===== config.mk =====
export PLATFORM = sky130hd
export DESIGN_NAME = sec_irq_ctrl
export DESIGN_NICKNAME = d
export VERILOG_FILES = /design/src/rtl/sic_pkg.sv /design/src/rtl/sic_combine.sv /design/src/rtl/sic_bypass.sv /design/src/rtl/sic_regs.sv /design/src/rtl/sec_irq_ctrl.sv
export SDC_FILE = /design/constraint.sdc
export NUM_CORES = 1
export LEC_CHECK = 0
export ABC_AREA = 1
export BUFFER_PORTS_ARGS = -buffer_cell sky130_fd_sc_hd__buf_2
export CORE_MARGIN = 2
export CORE_UTILIZATION = 37
export DETAILED_ROUTE_END_ITERATION = 7
export GPL_ROUTABILITY_DRIVEN = 0
export HOLD_SLACK_MARGIN = 0.12
export PLACE_DENSITY_LB_ADDON = 0.05
export SYNTH_ARGS = -nofsm -noshare
export SYNTH_HDL_FRONTEND = slang
export SYNTH_SLANG_ARGS = --single-unit

===== constraint.sdc =====
create_clock -name clk -period 2.2 [get_ports clk]
set_clock_uncertainty 0.2 [all_clocks]
set_input_delay 0.11 -clock clk [delete_from_list [all_inputs] [get_ports clk]]
set_output_delay 0.11 -clock clk [all_outputs]
set_load 0.02 [all_outputs]

===== src/rtl/sic_pkg.sv =====
package sic_pkg;

    // Word indices decoded from byte-address bits [5:2]; upper index bits must be zero.
    typedef enum logic [3:0] {
        IDX_STATUS = 4'd0,
        IDX_RAW    = 4'd1,
        IDX_EN_SET = 4'd2,
        IDX_EN_CLR = 4'd3,
        IDX_SW_SET = 4'd4,
        IDX_SW_CLR = 4'd5,
        IDX_PT_SET = 4'd8,
        IDX_PT_CLR = 4'd9
    } reg_idx_e;

endpackage


===== src/rtl/sic_combine.sv =====
module sic_combine #(
    parameter int NLINES = 32
) (
    input  logic              clk,
    input  logic              rst,
    input  logic [NLINES-1:0] lvl_q,
    input  logic [NLINES-1:0] soft_q,
    input  logic [NLINES-1:0] mask_q,
    output logic [NLINES-1:0] status,
    output logic              irq_out
);

    logic [NLINES-1:0] eff_lvl;

    always_comb begin
        eff_lvl = lvl_q | soft_q;
        status  = eff_lvl & mask_q;
        irq_out = |status;
    end

    // nothing enabled means no combined request
    a_r3_no_enable_no_irq: assert property (@(posedge clk) disable iff (rst)
        (mask_q == '0) |-> !irq_out);

    // an enabled software bit always raises the combined request
    a_r6_soft_raises_irq: assert property (@(posedge clk) disable iff (rst)
        ((soft_q & mask_q) != '0) |-> irq_out);

endmodule


===== src/rtl/sic_bypass.sv =====
module sic_bypass #(
    parameter int                NLINES  = 32,
    parameter logic [NLINES-1:0] PT_MASK = '0
) (
    input  logic              clk,
    input  logic              rst,
    input  logic [NLINES-1:0] irq_in,
    input  logic [NLINES-1:0] pt_en_q,
    output logic [NLINES-1:0] pt_irq
);

    for (genvar i = 0; i < NLINES; i++) begin : g_line
        assign pt_irq[i] = irq_in[i] & pt_en_q[i] & PT_MASK[i];
    end

    // lines outside the routable range never drive their passthrough output
    a_r9_outside_range_low: assert property (@(posedge clk) disable iff (rst)
        (pt_irq & ~PT_MASK) == '0);

    // a routed output is never high while its input is low
    a_r9_follows_input: assert property (@(posedge clk) disable iff (rst)
        (pt_irq & ~irq_in) == '0);

endmodule


===== src/rtl/sic_regs.sv =====
module sic_regs
    import sic_pkg::*;
#(
    parameter int                NLINES  = 32,
    parameter int                AW      = 12,
    parameter logic [NLINES-1:0] PT_MASK = '0
) (
    input  logic              clk,
    input  logic              rst,
    input  logic [NLINES-1:0] irq_in,
    input  logic              bus_sel,
    input  logic              bus_wr,
    input  logic [AW-1:0]     bus_addr,
    input  logic [NLINES-1:0] bus_wdata,
    input  logic [NLINES-1:0] status,
    output logic [NLINES-1:0] lvl_q,
    output logic [NLINES-1:0] mask_q,
    output logic [NLINES-1:0] soft_q,
    output logic [NLINES-1:0] pt_en_q,
    output logic [NLINES-1:0] bus_rdata
);

    localparam int WORD_W = AW - 2;

    logic [WORD_W-1:0] word;
    logic              hit;
    reg_idx_e          idx;
    logic              wr_any;
    logic              wr_mapped;
    logic [NLINES-1:0] rd_val;

    always_comb begin
        word      = bus_addr[AW-1:2];
        hit       = (word[WORD_W-1:4] == '0);
        idx       = reg_idx_e'(word[3:0]);
        wr_any    = bus_sel & bus_wr;
        wr_mapped = 1'b0;
        if (hit) begin
            unique case (idx)
                IDX_EN_SET, IDX_EN_CLR, IDX_SW_SET,
                IDX_SW_CLR, IDX_PT_SET, IDX_PT_CLR: wr_mapped = 1'b1;
                default:                            wr_mapped = 1'b0;
            endcase
        end
    end

    always_comb begin
        rd_val = '0;
        if (hit) begin
            unique case (idx)
                IDX_STATUS: rd_val = status;
                IDX_RAW:    rd_val = lvl_q;
                IDX_PT_SET: rd_val = pt_en_q;
                default:    rd_val = '0;
            endcase
        end
    end

    always_ff @(posedge clk) begin
        if (rst) begin
            lvl_q     <= '0;
            mask_q    <= '0;
            soft_q    <= '0;
            pt_en_q   <= '0;
            bus_rdata <= '0;
        end else begin
            lvl_q <= irq_in;
            if (bus_sel && !bus_wr) begin
                bus_rdata <= rd_val;
            end
            if (wr_any && hit) begin
                unique case (idx)
                    IDX_EN_SET: mask_q  <= mask_q | bus_wdata;
                    IDX_EN_CLR: mask_q  <= mask_q & ~bus_wdata;
                    IDX_SW_SET: soft_q  <= soft_q | bus_wdata;
                    IDX_SW_CLR: soft_q  <= soft_q & ~bus_wdata;
                    IDX_PT_SET: pt_en_q <= pt_en_q | (bus_wdata & PT_MASK);
                    IDX_PT_CLR: pt_en_q <= pt_en_q & ~bus_wdata;
                    default: ;
                endcase
            end
        end
    end

    // level register holds the input seen at the previous edge
    a_r2_level_capture: assert property (@(posedge clk) disable iff (rst)
        !$past(rst) |-> (lvl_q == $past(irq_in)));

    // enable set and clear take effect after the write edge
    a_r5_enable_set: assert property (@(posedge clk) disable iff (rst)
        (wr_any && hit && idx == IDX_EN_SET) |=> ((mask_q & $past(bus_wdata)) == $past(bus_wdata)));
    a_r5_enable_clear: assert property (@(posedge clk) disable iff (rst)
        (wr_any && hit && idx == IDX_EN_CLR) |=> ((mask_q & $past(bus_wdata)) == '0));

    // software clear removes the written bits
    a_r6_soft_clear: assert property (@(posedge clk) disable iff (rst)
        (wr_any && hit && idx == IDX_SW_CLR) |=> ((soft_q & $past(bus_wdata)) == '0));

    // passthrough enables never leave the routable range
    a_r7_pt_range: assert property (@(posedge clk) disable iff (rst)
        (pt_en_q & ~PT_MASK) == '0);

    // passthrough clear removes the written bits
    a_r8_pt_clear: assert property (@(posedge clk) disable iff (rst)
        (wr_any && hit && idx == IDX_PT_CLR) |=> ((pt_en_q & $past(bus_wdata)) == '0));

    // writes outside the writable indices leave all writable state alone
    a_r10_write_ignored: assert property (@(posedge clk) disable iff (rst)
        (wr_any && !wr_mapped) |=> ($stable(mask_q) && $stable(soft_q) && $stable(pt_en_q)));

endmodule


===== src/rtl/sec_irq_ctrl.sv =====
module sec_irq_ctrl #(
    parameter int NLINES = 32,
    parameter int AW     = 12,
    parameter int PT_LO  = 21,
    parameter int PT_HI  = 30
) (
    input  logic              clk,
    input  logic              rst,
    input  logic [NLINES-1:0] irq_in,
    input  logic              bus_sel,
    input  logic              bus_wr,
    input  logic [AW-1:0]     bus_addr,
    input  logic [NLINES-1:0] bus_wdata,
    output logic [NLINES-1:0] bus_rdata,
    output logic              irq_out,
    output logic [NLINES-1:0] pt_irq
);

    function automatic logic [NLINES-1:0] range_mask();
        logic [NLINES-1:0] m;
        m = '0;
        for (int i = 0; i < NLINES; i++) begin
            m[i] = (i >= PT_LO) && (i <= PT_HI);
        end
        return m;
    endfunction

    localparam logic [NLINES-1:0] PT_MASK = range_mask();

    logic [NLINES-1:0] lvl_q;
    logic [NLINES-1:0] mask_q;
    logic [NLINES-1:0] soft_q;
    logic [NLINES-1:0] pt_en_q;
    logic [NLINES-1:0] status;

    sic_regs #(
        .NLINES  (NLINES),
        .AW      (AW),
        .PT_MASK (PT_MASK)
    ) i_regs (
        .clk       (clk),
        .rst       (rst),
        .irq_in    (irq_in),
        .bus_sel   (bus_sel),
        .bus_wr    (bus_wr),
        .bus_addr  (bus_addr),
        .bus_wdata (bus_wdata),
        .status    (status),
        .lvl_q     (lvl_q),
        .mask_q    (mask_q),
        .soft_q    (soft_q),
        .pt_en_q   (pt_en_q),
        .bus_rdata (bus_rdata)
    );

    sic_combine #(
        .NLINES (NLINES)
    ) i_combine (
        .clk     (clk),
        .rst     (rst),
        .lvl_q   (lvl_q),
        .soft_q  (soft_q),
        .mask_q  (mask_q),
        .status  (status),
        .irq_out (irq_out)
    );

    sic_bypass #(
        .NLINES  (NLINES),
        .PT_MASK (PT_MASK)
    ) i_bypass (
        .clk     (clk),
        .rst     (rst),
        .irq_in  (irq_in),
        .pt_en_q (pt_en_q),
        .pt_irq  (pt_irq)
    );

endmodule


==> results of run 1 <==
[metal layers]
metal  global-route usage [%]  wire, microns
met2                     39.3          12800
met3                     3.70           1260
met5                        0              0
met4                     7.19            456
met1                     31.6          12800
[final timing paths]
check	end	slack, ns	cells after the start
setup / recovery	irq_out	0.12	7
hold / removal	i_regs.bus_rdata[16]$_SDFFE_PP0P_	0.13	7
setup reg to reg	i_regs.pt_en_q[31]$_SDFFE_PP0P_	0.90	3
hold reg to reg	i_regs.pt_en_q[10]$_SDFFE_PP0P_	0.24	2
[synth_stat cells]
cell type / number
sky130_fd_sc_hd__nand2_1: 277
sky130_fd_sc_hd__nor2_1: 214
sky130_fd_sc_hd__inv_1: 198
sky130_fd_sc_hd__dfxtp_1: 160
sky130_fd_sc_hd__nand4_1: 149
sky130_fd_sc_hd__nand3_1: 119
sky130_fd_sc_hd__buf_2: 38
sky130_fd_sc_hd__o21ai_0: 32
sky130_fd_sc_hd__clkbuf_1: 29
sky130_fd_sc_hd__buf_4: 26
sky130_fd_sc_hd__a21oi_1: 22
sky130_fd_sc_hd__buf_1: 15
sky130_fd_sc_hd__a21oi_2: 10
sky130_fd_sc_hd__nand2_2: 10
sky130_fd_sc_hd__buf_6: 4
sky130_fd_sc_hd__nor2_2: 3
sky130_fd_sc_hd__inv_2: 2
sky130_fd_sc_hd__conb_1: 1
sky130_fd_sc_hd__nor2_4: 1
sky130_fd_sc_hd__nor3_1: 1
sky130_fd_sc_hd__nor3_4: 1
[logic make-up after synthesis]
logic type	after synthesis	share of synthesized area, %
compound gates	64	4.26
buf+inv	312	16.0
flops	160	38.2
other cells	1	0.0447
simple gates	775	41.5
[worst max-delay path: cells and delay by family (launching register included)]
kind                   cells  cell delay (ns)
and+or+nand+nor            4             0.40
DFF                        1             0.32
buffers and inverters      1             0.16
AOI/OAI and AO/OA          2             0.46
[power by group]
part / leakage (nW) / switching [W] / internal [W]
Clock: 0.291 / 0.00126 / 0.00174
Sequential: 1.30 / 0.0000236 / 0.00293
Combinational: 3.29 / 0.000417 / 0.000249
[final cells by class]
type | count | area [sq um]
antenna | 1 | 2.50
clock buffer | 20 | 457
clock inverter | 12 | 131
fill | 2369 | 11600
inverter | 200 | 751
multi-input combinational | 861 | 3950
sequential | 160 | 3200
tap | 285 | 357
timing repair buffer | 256 | 1970
[through the flow]
step | total power, W | utilization [%] | cell area (sq um) | hold slack (ns) | std cells
global route | 0.00688 | 48.2 | 10800 | 0.161 | 1795
detailed placement | 0.00355 | 41.0 | 9190 | 0.116 | 1658
floorplan | 0.00332 | - | 8470 | 0.0170 | 1333
CTS | 0.00668 | 48.2 | 10800 | 0.130 | 1794
finish | 0.00662 | 48.2 | 10800 | 0.128 | 1795
global placement | 0.00355 | 41.0 | 9190 | 0.114 | 1658
[what timing repair did]
item / CTS / global route
hold buffers: 104 / 0
buffers inserted: 0 / 0
endpoints found under the hold margin: 160 / 0
endpoints found under the setup margin: 0 / 1
gates resized for setup: 0 / 7
==> impl_summary.txt, run 1 <==
----------------------------------------------------
[Status]
  Status ... finished, final reports clean

[Worst setup path]
  Max stage delay on crit path ... 0.32 ns
  Startpoint-to-endpoint class of the critical path ... flop to primary output
  Crit path max fanout ... 3
  Critical path data required time ... 1.89 ns
  Critical path cell sequence ... o21ai_0 -> o21ai_0 -> nor2_1 -> nand2_1 -> nor2_1 -> nand2_1 -> buf_2
  Endpoint type of the worst setup path ... primary output
  Cell with the largest stage delay on the worst path ... sky130_fd_sc_hd__dfxtp_1
  Nature of the critical path startpoint ... flop
  Endpoint arrival time on the critical path ... 1.77 ns
  R2r startpoint ... i_regs.pt_en_q[31]$_SDFFE_PP0P_

[Global route]
  Largest net degree at the start of global routing ... 97
  Global route overflow ... 0
  Vias in the first global route ... 8,410
  Overall fraction of global-route tracks in use ... 23.6%
  First-pass GRT wire length ... 44.4 mm
  Number of antenna violations at the first check in global routing ... 2

[Clock tree]
  Depth of the CTS H-tree ... 4
  Maximum count of clock buffers along a single path ... 2
  Clock insertion delay at the later pin of the skew report ... 0.43 ns
  TritonCTS buffer count ... 17
  Worst-path clk slew ... 0.07 ns
  Clock tree from TritonCTS ... done
  Root Driver ... sky130_fd_sc_hd__clkbuf_16
  Clock sink count ... 160

[Floorplan]
  Chip height ... 155 microns
  Effective utilization at floorplan ... 37.4%
  Row count ... 55
  I/O pin count ... 145
  Die W ... 155 microns
  Die area ... 23,900 sq um
  Core Footprint ... 22,400 sq um

[Finish]
  Most common cell after layout, fill and taps aside ... sky130_fd_sc_hd__nand2_1
  Net total in the final layout ... 1,576
  Relative area change from synthesis to final layout ... 28.9%
  Commonest cells after routing, fill and taps aside ... 277 x sky130_fd_sc_hd__nand2_1, 210 x sky130_fd_sc_hd__nor2_1, 196 x sky130_fd_sc_hd__inv_1
  Share of layout cells above drive strength 1 ... 14.4%

[Placement]
  Number of buffers added on ports ... 120
  Detail Placement HPWL ... 16.5 mm
  Worst-case setup slack after placement ... 0.405 ns

[Synthesis]
  Area of the mapped netlist ... 8400 sq um
  Cell type with the highest aggregate area in the netlist ... sky130_fd_sc_hd__dfxtp_1
  Count of cell types in the netlist ... 21
  Proportion of netlist area held by the largest area contributor ... 38.2%
  Post-Syn Area per Cell ... 6.40 sq um
  Share of the yosys chip area belonging to registers ... 38.2%
  Synth Instances ... 1,312
  Synthesis-stage register bit count ... 160
  Top post-synthesis cells by area ... sky130_fd_sc_hd__dfxtp_1 38%, sky130_fd_sc_hd__nand2_1 12%, sky130_fd_sc_hd__nand4_1 11%
  Warnings, synthesis ... 0

[Timing]
  Total negative slack for setup checks ... 0 ns
  Number of endpoints failing setup at the final stage ... 0
  Maximum achievable frequency ... 481 MHz
  Least setup slack across all paths after layout ... 0.121 ns
  Total count of max-transition violations in the final report ... 0
  Final period demand of the worst path ... 2.08 ns
  Setup repair after global routing missed its margin ... no
  Max-slew headroom ... 39.5%
  Tcrit/Tclk final ... 94.5%
  Worst Max-Slew Pin Slew ... 0.908 ns
  Final Hold Viols ... 0

[Power]
  Power per cell area ... 612 nW/um^2
  Worst vdd rail ir drop ... 414 uV
  Reported leakage power ... 4.88 nW

[Routing]
  Antenna-violating nets left ... 0
  Per-cell via count in the routed design ... 4.87
  Drc violations ... 0
  Detailed-route wire length per cell ... 15.2 microns
  Detailed-route wire length ... 27.3 mm
  Number of DRC violations after detailed-routing iteration 0 ... 532
  First-pass iteration count of the detailed router ... 5
  Via Count ... 8,738

[Hold path]
  Kind of path behind the tightest hold check ... input port to flop
  Start point of the worst hold path ... bus_wr

[Run]
  Max capacitance violation total ... 0

----------------------------------------------------
Power figures use the tool's default switching activity.
==> inputs of run 2 (changes only) <==
CORE_UTILIZATION = 45   (was 37)
clock period = 2.69 ns   (was 2.2 ns; I/O delays follow)
==> run 2 against run 1 <==
  * Critical path depth did not move
  * Power decreased by 18%
  * Utilization is 9.7 points higher
  * Highest routed layer unchanged
  * Register-to-register slack better by 0.48 ns
  * Largest cell class unchanged
  * Combinational power fell by 23%
  * Via count fell by 0.32%
  * Clock power decreased by 17%
  * Non-clock buffer count shrank 22
  * Cell area shrank 2.9%
==> impl_summary.txt, run 2 (synthesized netlist as in run 1, its figures left out) <==
----------------------------------------------------
[Status]
  Status ... finished, final reports clean

[Floorplan]
  I/O pin count ... 145
  Die W ... 141 microns
  Core Footprint ... 18,100 sq um
  Row count ... 49
  Effective utilization at floorplan ... 46.3%
  Chip height ... 141 microns
  Die area ... 19,800 sq um

[Routing]
  Antenna-violating nets left ... 0
  Drc violations ... 0
  Detailed-route wire length ... 25.8 mm
  Via Count ... 8,710
  First-pass iteration count of the detailed router ... 5
  Per-cell via count in the routed design ... 5.08
  Number of DRC violations after detailed-routing iteration 0 ... 601
  Detailed-route wire length per cell ... 15.1 microns

[Power]
  Power per cell area ... 517 nW/um^2
  Worst vdd rail ir drop ... 391 uV
  Reported leakage power ... 4.75 nW

[Timing]
  Final Hold Viols ... 0
  Worst Max-Slew Pin Slew ... 0.898 ns
  Setup repair after global routing missed its margin ... no
  Final period demand of the worst path ... 2.30 ns
  Total count of max-transition violations in the final report ... 0
  Maximum achievable frequency ... 434 MHz
  Tcrit/Tclk final ... 85.6%
  Number of endpoints failing setup at the final stage ... 0
  Total negative slack for setup checks ... 0 ns
  Max-slew headroom ... 40.1%
  Least setup slack across all paths after layout ... 0.388 ns

[Finish]
  Net total in the final layout ... 1,554
  Most common cell after layout, fill and taps aside ... sky130_fd_sc_hd__nand2_1
  Filler Cell Count ... 1,814
  Number of diodes ... 0
  Relative area change from synthesis to final layout ... 25.2%
  Multi-input gate area ... 3950 sq um
  Area taken by flip-flops and latches ... 3200 sq um
  Share of layout cells above drive strength 1 ... 14.0%
  Commonest cells after routing, fill and taps aside ... 277 x sky130_fd_sc_hd__nand2_1, 210 x sky130_fd_sc_hd__nor2_1, 196 x sky130_fd_sc_hd__inv_1

[Clock tree]
  Maximum count of clock buffers along a single path ... 2
  Worst-path clk slew ... 0.06 ns
  Clock insertion delay at the later pin of the skew report ... 0.42 ns
  Root Driver ... sky130_fd_sc_hd__clkbuf_16
  Depth of the CTS H-tree ... 4
  Buffers inserted by post-CTS timing repair ... 0
  Clock sink count ... 160
  Clock tree from TritonCTS ... done
  PostCTS Resize Cnt ... 0
  TritonCTS buffer count ... 17

[Global route]
  Largest net degree at the start of global routing ... 97
  Global route overflow ... 0
  First-pass GRT wire length ... 41.2 mm
  Number of antenna violations at the first check in global routing ... 0
  Overall fraction of global-route tracks in use ... 26.1%
  Vias in the first global route ... 7,900

[Placement]
  Number of buffers added on ports ... 120
  Detail Placement HPWL ... 15.4 mm
  Worst-case setup slack after placement ... 0.853 ns

[Worst setup path]
  Nature of the critical path startpoint ... flop
  R2r startpoint ... i_regs.pt_en_q[20]$_SDFFE_PP0P_
  Endpoint type of the worst setup path ... primary output
  Endpoint arrival time on the critical path ... 1.97 ns
  Critical path data required time ... 2.36 ns
  Startpoint-to-endpoint class of the critical path ... flop to primary output
  Terminus of the critical flop-to-flop path ... i_regs.pt_en_q[20]$_SDFFE_PP0P_
  Path depth of the worst reg2reg path ... 3
  Setup slack of the worst register-to-register path ... 1.38 ns
  Crit path max fanout ... 3

[Hold path]
  Kind of path behind the tightest hold check ... input port to flop
  Start point of the worst hold path ... bus_addr[4]
  Hold Path Cell Cnt ... 7

[Run]
  Max capacitance violation total ... 0

----------------------------------------------------
==> run 2: where the power goes <==
part | leakage [nW] | internal, W | switching (W) | total [W]
combinational | 3.16 | 0.000180 | 0.000331 | 0.000511
clock | 0.292 | 0.00155 | 0.000958 | 0.00250
sequential | 1.30 | 0.00240 | 0.0000182 | 0.00241
total | 4.75 | 0.00412 | 0.00131 | 0.00543
==> run 2: final cells by class <==
type,instances,area share [%]
Clock buffer,24,4.68
Inverter,200,7.14
Tap cell,229,2.73
Sequential cell,160,30.5
Clock inverter,5,0.988
Multi-Input combinational cell,861,37.6
Timing Repair Buffer,234,16.4
==> run 2: worst max path at each step <==
stage	slack (ns)	startpoint	to
after CTS	0.38	flop	irq_out
after global routing	0.28	flop	irq_out
after floorplan	1.31	bus_addr[7]	i_regs.pt_en_q[1]$_SDFFE_PP0P_
final	0.39	flop	irq_out
after detailed placement	0.85	flop	irq_out
after global placement	0.79	flop	irq_out
==> run 2: through the flow <==
step           hold slack, ns  cells  power, W  cell area [sq um]  util [%]
4_1_cts                 0.140   1713   0.00545              10500      57.9
3_3_place_gp            0.138   1598   0.00288               9050      49.9
3_5_place_dp            0.142   1598   0.00288               9050      49.9
2_1_floorplan          0.0415   1333   0.00271               8470         -
5_1_grt                 0.204   1713   0.00560              10500      57.9
6_report                0.166   1713   0.00543              10500      57.9
==> run 2: what timing repair did <==
action	4_1_cts	5_1_grt
endpoints found under the setup margin	0	0
hold endpoints to repair	143	0
hold buffers	86	0
==> run 2: layer usage <==
metal	GRT usage (%)	part of all wire, %
met1	35.3	45
met5	0	0
met2	43.6	47
met3	4.28	5.9
met4	6.84	1.5
==> run 2: critical path, cell delays in order (launching register included) <==
cell and delay, ns:
sky130_fd_sc_hd__dfxtp_1 0.33, sky130_fd_sc_hd__o21ai_0 0.43, sky130_fd_sc_hd__o21ai_0 0.26, sky130_fd_sc_hd__nor2_1 0.14, sky130_fd_sc_hd__nand2_1 0.06, sky130_fd_sc_hd__nor2_1 0.09, sky130_fd_sc_hd__nand2_1 0.08, sky130_fd_sc_hd__buf_2 0.16
==> inputs of run 3 (changes only) <==
clock period = 2.4 ns   (was 2.69 ns; I/O delays follow)
==> run 3 against run 2 <==
  * First-iteration DRC count up 7.2%
  * Combinational power rose by 11%
  * Via count shrank 0.22%
  * Sequential share of layout area decreased by 0.13 points
  * Power is 15% higher
  * Cell area up 0.42%
  * Utilization increased by 0.24 points
  * Clock-buffer cell count fell by 3
  * Global-route usage fell by 0.16 points
  * Cell count about the same
==> impl_summary.txt, run 3 (synthesized netlist as in run 1, its figures left out) <==
----------------------------------------------------
[Status]
  Status ... finished, final reports clean

[Run]
  Max capacitance violation total ... 0

[Clock tree]
  Clock insertion delay at the later pin of the skew report ... 0.43 ns
  Maximum count of clock buffers along a single path ... 2
  TritonCTS buffer count ... 17
  Clock tree from TritonCTS ... done
  Clock sink count ... 160
  Worst-path clk slew ... 0.07 ns
  Root Driver ... sky130_fd_sc_hd__clkbuf_16
  Buffers inserted by post-CTS timing repair ... 0
  Depth of the CTS H-tree ... 4

[Hold path]
  Kind of path behind the tightest hold check ... input port to flop

[Floorplan]
  Die W ... 141 microns
  Core Footprint ... 18,100 sq um
  Die area ... 19,800 sq um
  Row count ... 49
  Chip height ... 141 microns
  Effective utilization at floorplan ... 46.3%
  I/O pin count ... 145

[Finish]
  Net total in the final layout ... 1,552
  Most common cell after layout, fill and taps aside ... sky130_fd_sc_hd__nand2_1
  Multi-input gate area ... 3950 sq um
  Filler Cell Count ... 1,792
  Number of diodes ... 0
  Area taken by flip-flops and latches ... 3200 sq um
  Final core utilization ... 58.2%
  Share of layout cells above drive strength 1 ... 14.3%
  Relative area change from synthesis to final layout ... 25.7%
  Commonest cells after routing, fill and taps aside ... 277 x sky130_fd_sc_hd__nand2_1, 210 x sky130_fd_sc_hd__nor2_1, 196 x sky130_fd_sc_hd__inv_1

[Timing]
  Max-slew headroom ... 41.6%
  Total negative slack for setup checks ... 0 ns
  Final period demand of the worst path ... 2.27 ns
  Tcrit/Tclk final ... 94.6%
  Total count of max-transition violations in the final report ... 0
  Number of endpoints failing setup at the final stage ... 0
  Setup repair after global routing missed its margin ... no
  Worst Max-Slew Pin Slew ... 0.876 ns
  Maximum achievable frequency ... 441 MHz
  Final Hold Viols ... 0

[Routing]
  Via Count ... 8,691
  Drc violations ... 0
  Per-cell via count in the routed design ... 5.07
  Detailed-route wire length per cell ... 15.2 microns
  Number of DRC violations after detailed-routing iteration 0 ... 644
  First-pass iteration count of the detailed router ... 5
  Detailed-route wire length ... 26.1 mm
  Antenna-violating nets left ... 0

[Worst setup path]
  Timing startpoint of the critical path ... bus_addr[7]
  Path depth of the worst reg2reg path ... 3
  R2r startpoint ... i_regs.pt_en_q[14]$_SDFFE_PP0P_
  Setup slack of the worst register-to-register path ... 1.11 ns
  Critical path data required time ... 2.51 ns
  Startpoint-to-endpoint class of the critical path ... input port to flop
  Endpoint type of the worst setup path ... flop
  Crit path max fanout ... 48
  Terminus of the critical flop-to-flop path ... i_regs.pt_en_q[14]$_SDFFE_PP0P_
  Nature of the critical path startpoint ... input port
  Endpoint arrival time on the critical path ... 2.38 ns
  Critical path endpoint ... i_regs.pt_en_q[0]$_SDFFE_PP0P_

[Power]
  Power Internal ... 0.00469 W
  Reported leakage power ... 4.76 nW
  Worst vdd rail ir drop ... 470 uV
  Power per cell area ... 591 nW/um^2
  Power share of the clock group ... 47.6%
  Gate power share ... 9.1%
  Switching power ... 0.00155 W
  Switching power share of the total ... 24.8%
  Relative contribution of sequential cells to total power ... 43.4%

[Global route]
  First-pass GRT wire length ... 41.1 mm
  Vias in the first global route ... 8,069
  Overall fraction of global-route tracks in use ... 25.9%
  Largest net degree at the start of global routing ... 97
  Global route overflow ... 0
  Number of antenna violations at the first check in global routing ... 0

[Placement]
  Detail Placement HPWL ... 15.2 mm
  Number of buffers added on ports ... 120

----------------------------------------------------
-- run 3: per-layer routing --
| layer | GRT usage, % | wire length, microns | part of all wire [%] | up-vias |
|---|---|---|---|---|
| met5 | 0 | 0 | 0 | - |
| met4 | 5.68 | 314 | 1.2 | 0 |
| met3 | 3.97 | 1180 | 4.5 | 25 |
| met2 | 45.1 | 12500 | 48 | 226 |
| met1 | 34.2 | 12000 | 46 | 4000 |
| li1 | - | - | - | 4440 |
-- run 3: repair_timing --
action | 4_1_cts | 5_1_grt
endpoints found under the setup margin | 0 | 5
hold buffers | 84 | 0
endpoints found under the hold margin | 131 | 0
resized for setup | 0 | 3
-- run 3: metrics by stage --
step                      instances  area (sq um)  power [W]  setup slack (ns)  hold slack, ns
after floorplan                1333          8470    0.00304              1.04          0.0270
after global placement         1597          9060    0.00323             0.514           0.122
final                          1714         10600    0.00624             0.130           0.158
after detailed placement       1597          9060    0.00323             0.529           0.128
after global routing           1714         10600    0.00643           0.00465           0.187
after CTS                      1713         10500    0.00628            0.0623           0.145
-- run 3: cell type report --
class,count,area share [%]
Clock buffer,21,4.36
Clock inverter,11,1.68
Inverter,200,7.11
Multi-Input combinational cell,861,37.4
Sequential cell,160,30.3
Tap cell,229,2.71
Timing Repair Buffer,232,16.3
-- run 3: worst min path at each step --
stage,from,end,slack (ns),cells past startpoint
floorplan,irq_in[0],i_regs.lvl_q[0]$_SDFF_PP0_,0.03,2
global placement,irq_in[11],i_regs.lvl_q[11]$_SDFF_PP0_,0.12,3
detailed placement,irq_in[6],i_regs.lvl_q[6]$_SDFF_PP0_,0.13,3
CTS,bus_addr[4],i_regs.bus_rdata[1]$_SDFFE_PP0P_,0.14,7
global route,bus_addr[4],i_regs.bus_rdata[1]$_SDFFE_PP0P_,0.19,7
finish,bus_addr[4],i_regs.bus_rdata[1]$_SDFFE_PP0P_,0.16,7
-- run 3: worst max-delay path: stages --
cell,delay (ns)
sky130_fd_sc_hd__dlygate4sd3_1,0.53
sky130_fd_sc_hd__buf_2,0.12
sky130_fd_sc_hd__nor2_1,0.18
sky130_fd_sc_hd__nand3_1,0.16
sky130_fd_sc_hd__nor2_4,0.17
sky130_fd_sc_hd__clkbuf_16,0.29
sky130_fd_sc_hd__nand3_1,0.10
sky130_fd_sc_hd__nand2_1,0.07
sky130_fd_sc_hd__nor2_1,0.03
sky130_fd_sc_hd__dlygate4sd3_1,0.56
-- run 3: power groups by stage --
stage          Sequential (W)  Clock (W)  Combinational, W
2_1_floorplan         0.00276          0          0.000286
3_3_place_gp          0.00277          0          0.000462
3_5_place_dp          0.00276          0          0.000463
4_1_cts               0.00270    0.00302          0.000560
5_1_grt               0.00271    0.00311          0.000616
6_report              0.00271    0.00297          0.000568
